==> src/rtl/rc3_pkg.sv <==
package rc3_pkg;
  localparam int INSN_W = 16;
  localparam int RA_W   = 4;
  localparam int IMM_W  = 8;
  localparam int TGT_W  = 12;

  typedef enum logic [1:0] {K_NOP, K_ADD, K_JMP, K_LDI} kind_e;

  typedef struct packed {
    kind_e             kind;
    logic [RA_W-1:0]   rd;
    logic [RA_W-1:0]   rs1;
    logic [RA_W-1:0]   rs2;
    logic [IMM_W-1:0]  imm;
    logic [TGT_W-1:0]  tgt;
  } dec_t;

  function automatic dec_t decode(input logic [INSN_W-1:0] w);
    dec_t d;
    d.rd  = w[11:8];
    d.rs1 = w[7:4];
    d.rs2 = w[3:0];
    d.imm = w[7:0];
    d.tgt = w[11:0];
    case (w[15:12])
      4'h1:    d.kind = K_ADD;
      4'h2:    d.kind = K_JMP;
      4'h3:    d.kind = K_LDI;
      default: d.kind = K_NOP;
    endcase
    return d;
  endfunction
endpackage

==> src/rtl/rc3_fetch.sv <==
module rc3_fetch #(
  parameter int PC_W = 12
) (
  input  logic            clk,
  input  logic            rst,
  input  logic            redirect,
  input  logic [PC_W-1:0] target,
  output logic [PC_W-1:0] pc,
  output logic            slot_valid
);
  always_ff @(posedge clk) begin
    if (rst) begin
      pc         <= '0;
      slot_valid <= 1'b0;
    end else if (redirect) begin
      pc         <= target;
      slot_valid <= 1'b0;
    end else begin
      pc         <= pc + PC_W'(1);
      slot_valid <= 1'b1;
    end
  end
endmodule

==> src/rtl/rc3_regfile.sv <==
module rc3_regfile #(
  parameter int DATA_W   = 16,
  parameter int RA_W     = 4,
  parameter int RD_PORTS = 3
) (
  input  logic                             clk,
  input  logic                             rst,
  input  logic                             we,
  input  logic [RA_W-1:0]                  waddr,
  input  logic [DATA_W-1:0]                wdata,
  input  logic [RD_PORTS-1:0][RA_W-1:0]    raddr,
  output logic [RD_PORTS-1:0][DATA_W-1:0]  rdata
);
  localparam int NREG = 1 << RA_W;

  logic [NREG-1:0][DATA_W-1:0] file_q;

  for (genvar i = 0; i < NREG; i++) begin : g_reg
    if (i == 0) begin : g_zero
      assign file_q[i] = '0;
    end else begin : g_flop
      logic [DATA_W-1:0] q;
      always_ff @(posedge clk) begin
        if (rst)                                q <= '0;
        else if (we && (waddr == RA_W'(i)))     q <= wdata;
      end
      assign file_q[i] = q;
    end
  end

  for (genvar p = 0; p < RD_PORTS; p++) begin : g_rd
    assign rdata[p] = file_q[raddr[p]];
  end
endmodule

==> src/rtl/rc3_fwd.sv <==
module rc3_fwd #(
  parameter int DATA_W = 16,
  parameter int RA_W   = 4
) (
  input  logic [RA_W-1:0]   rs,
  input  logic [DATA_W-1:0] rf_val,
  input  logic              ex_we,
  input  logic [RA_W-1:0]   ex_rd,
  input  logic [DATA_W-1:0] ex_val,
  output logic [DATA_W-1:0] opnd
);
  always_comb begin
    if (ex_we && (ex_rd == rs)) opnd = ex_val;
    else                        opnd = rf_val;
  end
endmodule

==> src/rtl/rc3_exec.sv <==
module rc3_exec import rc3_pkg::*; #(
  parameter int DATA_W = 16,
  parameter int PC_W   = 12
) (
  input  logic              clk,
  input  logic              rst,
  input  logic              d_valid,
  input  kind_e             d_kind,
  input  logic [RA_W-1:0]   d_rd,
  input  logic [IMM_W-1:0]  d_imm,
  input  logic [TGT_W-1:0]  d_tgt,
  input  logic [DATA_W-1:0] d_a,
  input  logic [DATA_W-1:0] d_b,
  output logic              wr_en,
  output logic [RA_W-1:0]   wr_addr,
  output logic [DATA_W-1:0] wr_data,
  output logic              redirect,
  output logic [PC_W-1:0]   target,
  output logic              ret_valid,
  output logic [RA_W-1:0]   ret_rd,
  output logic [DATA_W-1:0] ret_value
);
  logic              ex_valid;
  kind_e             ex_kind;
  logic [RA_W-1:0]   ex_rd;
  logic [IMM_W-1:0]  ex_imm;
  logic [TGT_W-1:0]  ex_tgt;
  logic [DATA_W-1:0] ex_a, ex_b;
  logic [DATA_W-1:0] result;
  logic              writes_reg;

  always_ff @(posedge clk) begin
    if (rst || redirect) ex_valid <= 1'b0;
    else                 ex_valid <= d_valid;
  end

  always_ff @(posedge clk) begin
    if (rst) begin
      ex_kind <= K_NOP;
      ex_rd   <= '0;
      ex_imm  <= '0;
      ex_tgt  <= '0;
      ex_a    <= '0;
      ex_b    <= '0;
    end else begin
      ex_kind <= d_kind;
      ex_rd   <= d_rd;
      ex_imm  <= d_imm;
      ex_tgt  <= d_tgt;
      ex_a    <= d_a;
      ex_b    <= d_b;
    end
  end

  always_comb begin
    case (ex_kind)
      K_ADD:   result = ex_a + ex_b;
      K_LDI:   result = DATA_W'(ex_imm);
      default: result = '0;
    endcase
  end

  assign writes_reg = (ex_kind == K_ADD) || (ex_kind == K_LDI);
  assign wr_en      = ex_valid && writes_reg && (ex_rd != '0);
  assign wr_addr    = ex_rd;
  assign wr_data    = result;
  assign redirect   = ex_valid && (ex_kind == K_JMP);
  assign target     = PC_W'(ex_tgt);
  assign ret_valid  = ex_valid;
  assign ret_rd     = writes_reg ? ex_rd : '0;
  assign ret_value  = result;

  AST_SHADOW_FIRST: assert property (@(posedge clk) disable iff (rst)
    redirect |=> !ret_valid);
  AST_SHADOW_SECOND: assert property (@(posedge clk) disable iff (rst)
    redirect |=> ##1 !ret_valid);
endmodule

==> src/rtl/rc3_core.sv <==
module rc3_core import rc3_pkg::*; #(
  parameter int DATA_W = 16,
  parameter int PC_W   = 12
) (
  input  logic              clk,
  input  logic              rst,
  output logic [PC_W-1:0]   imem_addr,
  input  logic [INSN_W-1:0] imem_data,
  input  logic [RA_W-1:0]   dbg_addr,
  output logic [DATA_W-1:0] dbg_data,
  output logic              ret_valid,
  output logic [RA_W-1:0]   ret_rd,
  output logic [DATA_W-1:0] ret_value
);
  localparam int NRD  = 3;
  localparam int NSRC = 2;

  dec_t dec;
  logic slot_valid, redirect, wr_en;
  logic [PC_W-1:0]   target;
  logic [RA_W-1:0]   wr_addr;
  logic [DATA_W-1:0] wr_data;
  logic [NRD-1:0][RA_W-1:0]    rf_addr;
  logic [NRD-1:0][DATA_W-1:0]  rf_data;
  logic [NSRC-1:0][RA_W-1:0]   src_idx;
  logic [NSRC-1:0][DATA_W-1:0] opnd;

  assign dec = decode(imem_data);

  rc3_fetch #(.PC_W(PC_W)) u_fetch (
    .clk(clk), .rst(rst), .redirect(redirect), .target(target),
    .pc(imem_addr), .slot_valid(slot_valid)
  );

  assign src_idx  = {dec.rs2, dec.rs1};
  assign rf_addr  = {dbg_addr, dec.rs2, dec.rs1};
  assign dbg_data = rf_data[2];

  rc3_regfile #(.DATA_W(DATA_W), .RA_W(RA_W), .RD_PORTS(NRD)) u_rf (
    .clk(clk), .rst(rst), .we(wr_en), .waddr(wr_addr), .wdata(wr_data),
    .raddr(rf_addr), .rdata(rf_data)
  );

  for (genvar g = 0; g < NSRC; g++) begin : g_src
    rc3_fwd #(.DATA_W(DATA_W), .RA_W(RA_W)) u_fwd (
      .rs(src_idx[g]), .rf_val(rf_data[g]), .ex_we(wr_en),
      .ex_rd(wr_addr), .ex_val(wr_data), .opnd(opnd[g])
    );
  end

  rc3_exec #(.DATA_W(DATA_W), .PC_W(PC_W)) u_exec (
    .clk(clk), .rst(rst), .d_valid(slot_valid), .d_kind(dec.kind),
    .d_rd(dec.rd), .d_imm(dec.imm), .d_tgt(dec.tgt),
    .d_a(opnd[0]), .d_b(opnd[1]),
    .wr_en(wr_en), .wr_addr(wr_addr), .wr_data(wr_data),
    .redirect(redirect), .target(target),
    .ret_valid(ret_valid), .ret_rd(ret_rd), .ret_value(ret_value)
  );

  AST_JUMP_TARGET: assert property (@(posedge clk) disable iff (rst)
    redirect |=> imem_addr == $past(target));
  AST_RETIRE_FROM_FETCH: assert property (@(posedge clk) disable iff (rst)
    ret_valid |-> $past(slot_valid));
endmodule

==> config.mk <==
export PLATFORM = sky130hd
export DESIGN_NAME = rc3_core
export DESIGN_NICKNAME = d
export VERILOG_FILES = /design/src/rtl/rc3_pkg.sv /design/src/rtl/rc3_fetch.sv /design/src/rtl/rc3_regfile.sv /design/src/rtl/rc3_fwd.sv /design/src/rtl/rc3_exec.sv /design/src/rtl/rc3_core.sv
export SDC_FILE = /design/constraint.sdc
export NUM_CORES = 1
export LEC_CHECK = 0
export ABC_CLOCK_PERIOD_IN_PS = 4200
export CAP_MARGIN = 30
export CORE_ASPECT_RATIO = 1.1
export CORE_MARGIN = 8
export CORE_UTILIZATION = 23
export DETAILED_ROUTE_END_ITERATION = 16
export DONT_BUFFER_PORTS = 1
export PLACE_DENSITY = 0.34
export SYNTH_ARGS = -nofsm -noshare
export SYNTH_HDL_FRONTEND = slang
export SYNTH_HIERARCHICAL = 1
export SYNTH_SLANG_ARGS = --single-unit
==> constraint.sdc <==
create_clock -name clk -period 4.2 [get_ports clk]
set_clock_uncertainty 0.1 [all_clocks]
set_input_delay 0.42 -clock clk [delete_from_list [all_inputs] [get_ports clk]]
set_output_delay 0.42 -clock clk [all_outputs]
set_load 0.01 [all_outputs]
==> results of run 1 <==
registers in the layout, indices dropped and copies added (netlist names):
name / count
u_rf/g.g_flop.q: 240
u_exec/ex_a: 16
u_exec/ex_b: 16
u_exec/target: 12
u_fetch/pc: 12
u_exec/ex_imm: 8
u_exec/wr_addr: 4
u_exec/ex_kind: 2
u_exec/ret_valid: 1
u_fetch/slot_valid: 1
power breakdown:
group	total [mW]	switching (mW)	internal, mW
Combinational	0.625	0.384	0.241
Clock	3.77	1.50	2.27
Sequential	3.03	0.0345	2.99
worst max-delay path, cell delays in order, from the launching register on:
cell	delay (ps)
dfxtp_1	310
ha_1	180
inv_1	60
fa_1	390
and2b_1	230
o2111ai_1	260
a211oi_1	350
nor3_1	90
nor3_2	500
buf_4	360
nand3_1	100
a21oi_1	170
dlygate4sd3_1	560
layer usage:
layer | part of all wire, % | vias to the layer above | routed length [um] | GRT usage, %
met5 | 0 | - | 0 | 0
met4 | 2.9 | 0 | 2655 | 5.960
met3 | 5.4 | 159 | 4853 | 2.737
met2 | 50 | 646 | 44990 | 32.88
met1 | 42 | 9184 | 37590 | 23.03
li1 | - | 7658 | - | -
worst paths after layout:
kind | end | start | cells after the start
worst min-delay path | u_fetch/pc[9] | rst | 3
worst max-delay path | u_rf/g_reg[2].g_flop.q[12] | u_exec/ex_a[0] | 12
worst max register to register | u_rf/g_reg[2].g_flop.q[12] | u_exec/ex_a[0] | 12
worst min register to register | u_fetch/pc[5] | u_exec/target[5] | 2
cell usage after synthesis (all sizes together) (6+ instances only):
| cell | count |
|---|---|
| a211oi | 53 |
| a21oi | 254 |
| a221oi | 48 |
| and2 | 10 |
| buf | 136 |
| clkbuf | 108 |
| dfxtp | 312 |
| ha | 16 |
| inv | 13 |
| mux2 | 151 |
| mux2i | 50 |
| mux4 | 109 |
| nand2 | 24 |
| nand2b | 8 |
| nand3 | 249 |
| nand3b | 6 |
| nor2 | 31 |
| nor2b | 66 |
| nor3 | 12 |
| nor3b | 8 |
| o21a | 6 |
| o21ai | 252 |
| o22ai | 35 |
| or2 | 7 |
| xor2 | 8 |
stage by stage:
stage	hold WS [ps]	power [mW]	instances
3_5_place_dp	339.2	3.640	2921
4_1_cts	8.186	7.521	3100
6_report	116.7	7.420	3102
2_1_floorplan	325.8	3.592	2039
3_3_place_gp	342.5	3.629	2916
5_1_grt	41.21	7.650	3102
cells by family (layout without fill, tap and decap cells):
| family | after synthesis | after routing |
|---|---|---|
| AO/OA/AOI/OAI | 681 | 681 |
| AND/OR/NAND/NOR | 450 | 450 |
| flip-flops | 312 | 312 |
| multiplexers | 310 | 310 |
| buffers and inverters | 257 | 247 |
| adder cells (fa/ha/maj) | 17 | 17 |
| XOR/XNOR | 12 | 12 |
final cells by class:
type                       instances  share of cell area (%)
clock buffer                      57                   5.468
clock inverter                    15                  0.8767
inverter                          13                  0.2192
multi-input combinational       1470                   52.00
sequential                       312                   28.05
tap                             1073                   6.030
timing repair buffer             162                   7.350
timing repair:
| item | in CTS | in global routing |
|---|---|---|
| resized for setup | 0 | 0 |
| hold endpoints to repair | 311 | 0 |
| hold buffers | 107 | 0 |
==> impl_metrics.tcl, run 1 <==
set metrics [dict create \
    grt-ovfl-total 0 \
    crit_type "reg -> reg" \
    dr.pass1.iters 7 \
    synth.distinct_cells 82 \
    core_mm2 0.08319 \
    antennaDiodeCount 0 \
    outcome "completed" \
    design_area_mm2 0.02227 \
    seq_area_mm2 0.006246 \
    dr.first_iter.drc_count 1364 \
    cp.required_ps 4620 \
    drt-wirelength-per-cell_um 29.04 \
    cts_tree "built" \
    async_flop_share_pct 0 \
    cts_buffer_depth 3 \
    antenna_found_initial 1 \
    r2r_slack_ps 460 \
    track_usage_pct 18.58 \
    synth_seq_cells 312 \
    numCtsBuffers 41 \
    pre_cts_slack_ps 895.6 \
    syn_inst 2039 \
    area_growth_pct 15.45 \
    leakage_nw 7.672 \
    grt_pass1_vias 17767 \
    place_congestion 0.7859 \
    synth_top_family_by_area "multiplexers" \
    fillers 8716 \
    boundaryPins 71 \
    synth-compound-area-share_pct 20.64 \
    hp-class "in -> reg" \
    ys_warn_count 6 \
    synth-main-ff-cell "dfxtp_1" \
    h-tree-depth 2 \
    finalSetupViolations 0 \
    nets 2039 \
    die_x_um 292.1 \
    grt_first_pass_wirelength_um 130500 \
    layout_commonest_cell "dfxtp_1" \
    dp_hpwl_um 48750 \
    cp-end-kind "register" \
    synth_adder_area_share_pct 1.142 \
    rsz0062_at_grt "no" \
    clk_pin_slew_worst_paths_ps 60 \
    cts.sinks 312 \
    synth_top_area_share_pct 32.39 \
    viasPerCell 5.689 \
    power.density_mw_per_mm2 333.3 \
    insertion_delay_ps 580 \
    synthXorXnorAreaFrac_pct 0.5450 \
    multi_input_area_mm2 0.01158 \
    min_period_ps 3744 \
    root_buffer "clkbuf_16" \
    antenna_left 0 \
    worst-path-max-fanout 17 \
    critPathLaunchType "register" \
    final_cell_mix "dfxtp_1 (312), a21oi_1 (252), nand3_1 (247)" \
    syn_area_mm2 0.01928 \
    placed_cell_area_mm2 0.01972 \
    fin_ws_ps 455.7 \
    io_buffers 0 \
    fp-row-count 111 \
    fp.dieH_um 319.7 \
    grt_max_degree 215 \
    yosysTopAreaCell "dfxtp_1" \
    synth_mux_area_share_pct 24.30 \
    utilization_pct 26.76 \
    syn_nets 2078 \
    period_share_pct 89.15 \
    yosysSeqAreaShare_pct 32.39 \
    drc 0 \
    drv_cap 0 \
    wirelength_um 90090 \
    avgSynthCellArea_um2 9.458 \
    peakVddDrop_v 0.0002135 \
    synth_edf_count 0 \
    die_area_mm2 0.09338 \
    synth-simple-area-share_pct 12.92 \
    hold_viol_final 0 \
    fmax_mhz 267.1 \
    cts_setup_buffers 0 \
    drv_slew 0 \
    synth_area_leaders "dfxtp_1 (32%), mux4_2 (12%), mux2_2 (7.6%)" \
    relSlewSlack_pct 29.07 \
    worst-endpoint-arrival_ps 4160 \
    start_util_pct 23.18 \
    tns_ps 0 \
    worstMarginPinSlew_ps 1064 \
    drive_gt1_share_pct 20.35 \
    vias 17647 \
]
Power figures use the tool's default switching activity.
==> inputs of run 2 (changes only) <==
--- a/config.mk
+++ b/config.mk
@@ -5,11 +5,12 @@
 export SDC_FILE = /design/constraint.sdc
 export NUM_CORES = 1
 export LEC_CHECK = 0
-export ABC_CLOCK_PERIOD_IN_PS = 4200
+export ABC_CLOCK_PERIOD_IN_PS = 4700
 export CAP_MARGIN = 30
 export CORE_ASPECT_RATIO = 1.1
 export CORE_MARGIN = 8
 export CORE_UTILIZATION = 23
+export CTS_CLUSTER_DIAMETER = 120
 export DETAILED_ROUTE_END_ITERATION = 16
 export DONT_BUFFER_PORTS = 1
 export PLACE_DENSITY = 0.34
==> constraint.sdc (replaced) <==
create_clock -name clk -period 4.7 [get_ports clk]
set_clock_uncertainty 0.1 [all_clocks]
set_input_delay 0.47 -clock clk [delete_from_list [all_inputs] [get_ports clk]]
set_output_delay 0.47 -clock clk [all_outputs]
set_load 0.01 [all_outputs]
==> impl_metrics.tcl, run 2 (synthesis results as in run 1) <==
set metrics [dict create \
    antenna_left 0 \
    worstMarginPinSlew_ps 1269 \
    fillers 8716 \
    nets 1994 \
    fp-row-count 111 \
    tns_ps 0 \
    p_sw_share_pct 26.06 \
    seqPwrFrac_pct 42.2 \
    pwr-share-clk_pct 49.2 \
    reg2reg_depth 7 \
    fin_cells 3056 \
    grt_pass1_vias 17525 \
    fmax_mhz 258.1 \
    root_buffer "clkbuf_16" \
    worst-path-max-fanout 45 \
    grt-ovfl-total 0 \
    fin_ws_ps 826.1 \
    start_util_pct 23.18 \
    drc 0 \
    die_x_um 292.1 \
    drive_gt1_share_pct 19.83 \
    grt_first_pass_wirelength_um 130500 \
    grt_max_degree 244 \
    cp.required_ps 5070 \
    cp_slowest_cell "dfxtp_1" \
    power.density_mw_per_mm2 294.2 \
    cts.sinks 312 \
    critPathLaunchType "register" \
    peakVddDrop_v 0.0001904 \
    intPower_mw 4.739 \
    vias 17371 \
    outcome "completed" \
    min_delay_path_depth 3 \
    drt-wirelength-per-cell_um 29.57 \
    top_register "u_rf/g.g_flop.q" \
    cp_top_family "simple AND/OR/NAND/NOR gates" \
    rsz0062_at_grt "no" \
    period_share_pct 82.42 \
    relSlewSlack_pct 15.43 \
    finalSetupViolations 0 \
    placed_cell_area_mm2 0.01969 \
    min_period_ps 3874 \
    combPwrFrac_pct 8.6 \
    drv_slew 0 \
    hold_viol_final 0 \
    cts_tree "built" \
    seq_area_mm2 0.006246 \
    area_growth_pct 12.96 \
    numCtsBuffers 40 \
    h-tree-depth 2 \
    track_usage_pct 18.67 \
    leakage_nw 7.364 \
    boundaryPins 71 \
    wirelength_um 90370 \
    core_mm2 0.08319 \
    dp_hpwl_um 48700 \
    crit_cells 7 \
    multi_input_area_mm2 0.01158 \
    largest_reg_flops 240 \
    hp-class "in -> reg" \
    place_congestion 0.7746 \
    path_cells "nor4_1 -> nor2_1 -> nand3b_2 -> buf_4 -> o21ai_0 -> a21oi_1 -> dlygate4sd3_1" \
    dr.first_iter.drc_count 1377 \
    io_buffers 0 \
    slowest_delay_ps 780 \
    final_cell_mix "dfxtp_1 (312), a21oi_1 (252), nand3_1 (247)" \
    dp.cells 2910 \
    drv_cap 0 \
    die_area_mm2 0.09338 \
    viasPerCell 5.684 \
    cts_buffer_depth 3 \
    dr.pass1.iters 6 \
    design_area_mm2 0.02178 \
    crit_type "reg -> reg" \
    worst-endpoint-arrival_ps 4240 \
    reg_top3 "u_rf/g.g_flop.q x240, u_exec/ex_a x16, u_exec/ex_b x16" \
    utilization_pct 26.19 \
    antenna_found_initial 0 \
    pre_cts_slack_ps 1366 \
    fp.dieH_um 319.7 \
    cp.buffers_inverters 2 \
    clk_pin_slew_worst_paths_ps 60 \
    cts_resized 0 \
    insertion_delay_ps 580 \
    switchingPower_mw 1.671 \
    layout_commonest_cell "dfxtp_1" \
    cts_setup_buffers 0 \
    cp-end-kind "register" \
]
-- run 2: routing by layer --
metal	routed length (um)	up-vias	track usage [%]
met1	38280	9082	23.30
met4	2694	0	6.026
met5	0	-	0
met2	44420	563	32.34
met3	4975	150	3.368
li1	-	7576	-
-- run 2: worst reg2reg max path: cells and delay by family (launching register included) --
kind | cells | cell delay (ps)
AOI/OAI and AO/OA | 2 | 350
buffers and inverters | 2 | 1140
DFF | 1 | 780
and+or+nand+nor | 3 | 1380
-- run 2: worst paths after layout --
path | start | end | slack (ps)
min | rst | u_fetch/pc[9] | 100
max | u_exec/wr_addr[1] | u_rf/g_reg[10].g_flop.q[6] | 830
max reg2reg | u_exec/wr_addr[1] | u_rf/g_reg[10].g_flop.q[6] | 830
min reg2reg | u_exec/target[5] | u_fetch/pc[5] | 390
-- run 2: through the flow --
stage,hold slack (ps),power [mW]
final,102.8,6.410
after global routing,121.5,6.623
after CTS,72.04,6.494
after detailed placement,341.7,3.248
after global placement,339.3,3.244
after floorplan,325.8,3.210
-- run 2: timing repair --
action                                  in CTS  in global routing
endpoints found under the setup margin       0                  0
hold buffers                                73                  0
endpoints found under the hold margin      307                  0
-- run 2: area by class of cell --
class | count | area share, %
multi-input combinational | 1470 | 53.16
timing repair buffer | 118 | 5.847
clock buffer | 62 | 5.531
clock inverter | 7 | 0.3906
antenna | 1 | 0.01149
inverter | 13 | 0.2240
tap | 1073 | 6.163
sequential | 312 | 28.67
-- run 2: power by group through the flow --
| stage | Clock (mW) | Sequential (mW) | Combinational (mW) |
|---|---|---|---|
| finish | 3.15 | 2.71 | 0.551 |
| global route | 3.34 | 2.71 | 0.577 |
| CTS | 3.24 | 2.71 | 0.550 |
| detailed placement | 0 | 2.77 | 0.482 |
| global placement | 0 | 2.77 | 0.478 |
| floorplan | 0 | 2.75 | 0.458 |
==> inputs of run 3 (changes only) <==
--- a/config.mk
+++ b/config.mk
@@ -5,7 +5,7 @@
 export SDC_FILE = /design/constraint.sdc
 export NUM_CORES = 1
 export LEC_CHECK = 0
-export ABC_CLOCK_PERIOD_IN_PS = 4700
+export ABC_CLOCK_PERIOD_IN_PS = 3600
 export CAP_MARGIN = 30
 export CORE_ASPECT_RATIO = 1.1
 export CORE_MARGIN = 8
==> constraint.sdc (replaced) <==
create_clock -name clk -period 3.6 [get_ports clk]
set_clock_uncertainty 0.1 [all_clocks]
set_input_delay 0.36 -clock clk [delete_from_list [all_inputs] [get_ports clk]]
set_output_delay 0.36 -clock clk [all_outputs]
set_load 0.01 [all_outputs]
==> impl_metrics.tcl, run 3 (synthesis results as in run 1) <==
set metrics [dict create \
    h-tree-depth 2 \
    rsz0062_at_grt "no" \
    fin_hold_ws_ps 133.3 \
    grt-ovfl-total 0 \
    fillers 8752 \
    core_mm2 0.08319 \
    fmax_mhz 294.3 \
    intPower_mw 5.995 \
    antenna_left 0 \
    fin_ws_ps 202.4 \
    power_mw 8.124 \
    seqPwrFrac_pct 43.4 \
    min_period_ps 3398 \
    fin_cells 3143 \
    vias 17823 \
    drive_gt1_share_pct 19.76 \
    top_register "u_rf/g.g_flop.q" \
    dr.pass1.iters 8 \
    reg_top3 "u_rf/g.g_flop.q x240, u_exec/ex_a x16, u_exec/ex_b x16" \
    pwr-share-clk_pct 47.7 \
    critPathLaunchType "register" \
    seq_area_mm2 0.006246 \
    cts.sinks 312 \
    drv_cap 0 \
    outcome "completed" \
    fp-row-count 111 \
    drc 0 \
    fp.dieH_um 319.7 \
    largest_reg_flops 240 \
    relSlewSlack_pct 27.52 \
    cts_buffer_depth 3 \
    viasPerCell 5.671 \
    p_sw_share_pct 26.21 \
    switchingPower_mw 2.129 \
    clk_pin_slew_worst_paths_ps 60 \
    period_share_pct 94.38 \
    worstMarginPinSlew_ps 1087 \
    io_buffers 0 \
    start_util_pct 23.18 \
    combPwrFrac_pct 8.9 \
    dp_hpwl_um 49960 \
    numCtsBuffers 40 \
    dr.first_iter.drc_count 1595 \
    root_buffer "clkbuf_16" \
    leakage_nw 7.831 \
    finalSetupViolations 0 \
    hold_viol_final 0 \
    layout_commonest_cell "dfxtp_1" \
    grt_pass1_vias 18001 \
    antenna_found_initial 0 \
    insertion_delay_ps 570 \
    worst-path-max-fanout 5 \
    nets 2081 \
    boundaryPins 71 \
    dp.cells 2933 \
    tns_ps 0 \
    crit_type "reg -> out" \
    crit_start "u_exec/ex_a[0]" \
    hp-class "in -> reg" \
    endpoint "ret_value[14]" \
    area_growth_pct 16.47 \
    worst-endpoint-arrival_ps 2940 \
    cp.required_ps 3140 \
    grt_first_pass_wirelength_um 131400 \
    place_congestion 0.7778 \
    reg2reg_from "u_exec/ex_a[0]" \
    antennaDiodeCount 0 \
    grt_max_degree 182 \
    r2r_slack_ps 280 \
    final_cell_mix "dfxtp_1 (312), a21oi_1 (252), nand3_1 (247)" \
    die_area_mm2 0.09338 \
    reg2reg_depth 12 \
    multi_input_area_mm2 0.01160 \
    wirelength_um 90360 \
    r2r-end "u_rf/g_reg[5].g_flop.q[12]" \
    track_usage_pct 18.66 \
    cts_tree "built" \
    drt-wirelength-per-cell_um 28.75 \
    drv_slew 0 \
    pre_cts_slack_ps 436.3 \
    power.density_mw_per_mm2 361.7 \
    die_x_um 292.1 \
    peakVddDrop_v 0.0002601 \
    cp-end-kind "output pin" \
]
run 3: changes by cell type in the layout (fill, tap and decap cells not counted), sizes merged:
cell,delta
buf,+21
bufinv,-2
diode,-1
clkinv,-1
clkbuf,+3
clkinvlp,+1
dlygate4sd3,+66
run 3: area by class of cell:
cell class / instances / area share [%]
Inverter: 13 / 0.2172
Clock inverter: 5 / 0.1225
Timing Repair Buffer: 205 / 8.991
Sequential cell: 312 / 27.81
Multi-Input combinational cell: 1470 / 51.65
Clock buffer: 65 / 5.236
Tap cell: 1073 / 5.977
run 3: worst min path at each step:
| stage | from | to | slack (ps) | cells after the start |
|---|---|---|---|---|
| after global routing | rst | u_fetch/pc[9] | 70 | 3 |
| after CTS | rst | u_fetch/pc[9] | 20 | 3 |
| after detailed placement | u_exec/target[2] | u_fetch/pc[2] | 340 | 2 |
| after global placement | u_exec/target[2] | u_fetch/pc[2] | 340 | 2 |
| final | rst | u_fetch/pc[9] | 130 | 3 |
| after floorplan | u_exec/target[2] | u_fetch/pc[2] | 330 | 2 |
run 3: what timing repair did:
item                                   in CTS  in global routing
endpoints found under the hold margin     312                  0
setup buffers                               1                  0
gates resized for setup                     0                  4
hold buffers                              139                  0
pin swaps                                   1                  1
setup endpoints to repair                   1                 14
run 3: critical path: stages (launching register included):
cell and delay [ps]:
dfxtp_1 310, ha_1 200, inv_1 70, fa_1 400, and2b_1 270, o2111ai_4 170, a2111oi_4 410, nor3_1 100
nor3b_2 240, buf_4 190
run 3: routing by layer:
layer | global-route usage (%) | up-vias | wire, um
met5 | 0 | - | 0
met4 | 6.819 | 0 | 3062
met3 | 3.313 | 160 | 5414
met2 | 32.33 | 651 | 44630
met1 | 23.01 | 9265 | 37260
li1 | - | 7747 | -
run 3: stage by stage:
stage	utilization [%]	instance area (um^2)
final	27.00	22460
after global routing	27.00	22460
after CTS	26.96	22430
after detailed placement	23.81	19810
after global placement	23.76	19760
after floorplan	-	19280
run 3: power by group through the flow:
stage | Sequential [mW] | Clock (mW) | Combinational [mW]
final | 3.52 | 3.88 | 0.722
after global routing | 3.53 | 4.11 | 0.761
after CTS | 3.52 | 3.99 | 0.722
after detailed placement | 3.60 | 0 | 0.641
after global placement | 3.60 | 0 | 0.637
after floorplan | 3.59 | 0 | 0.598
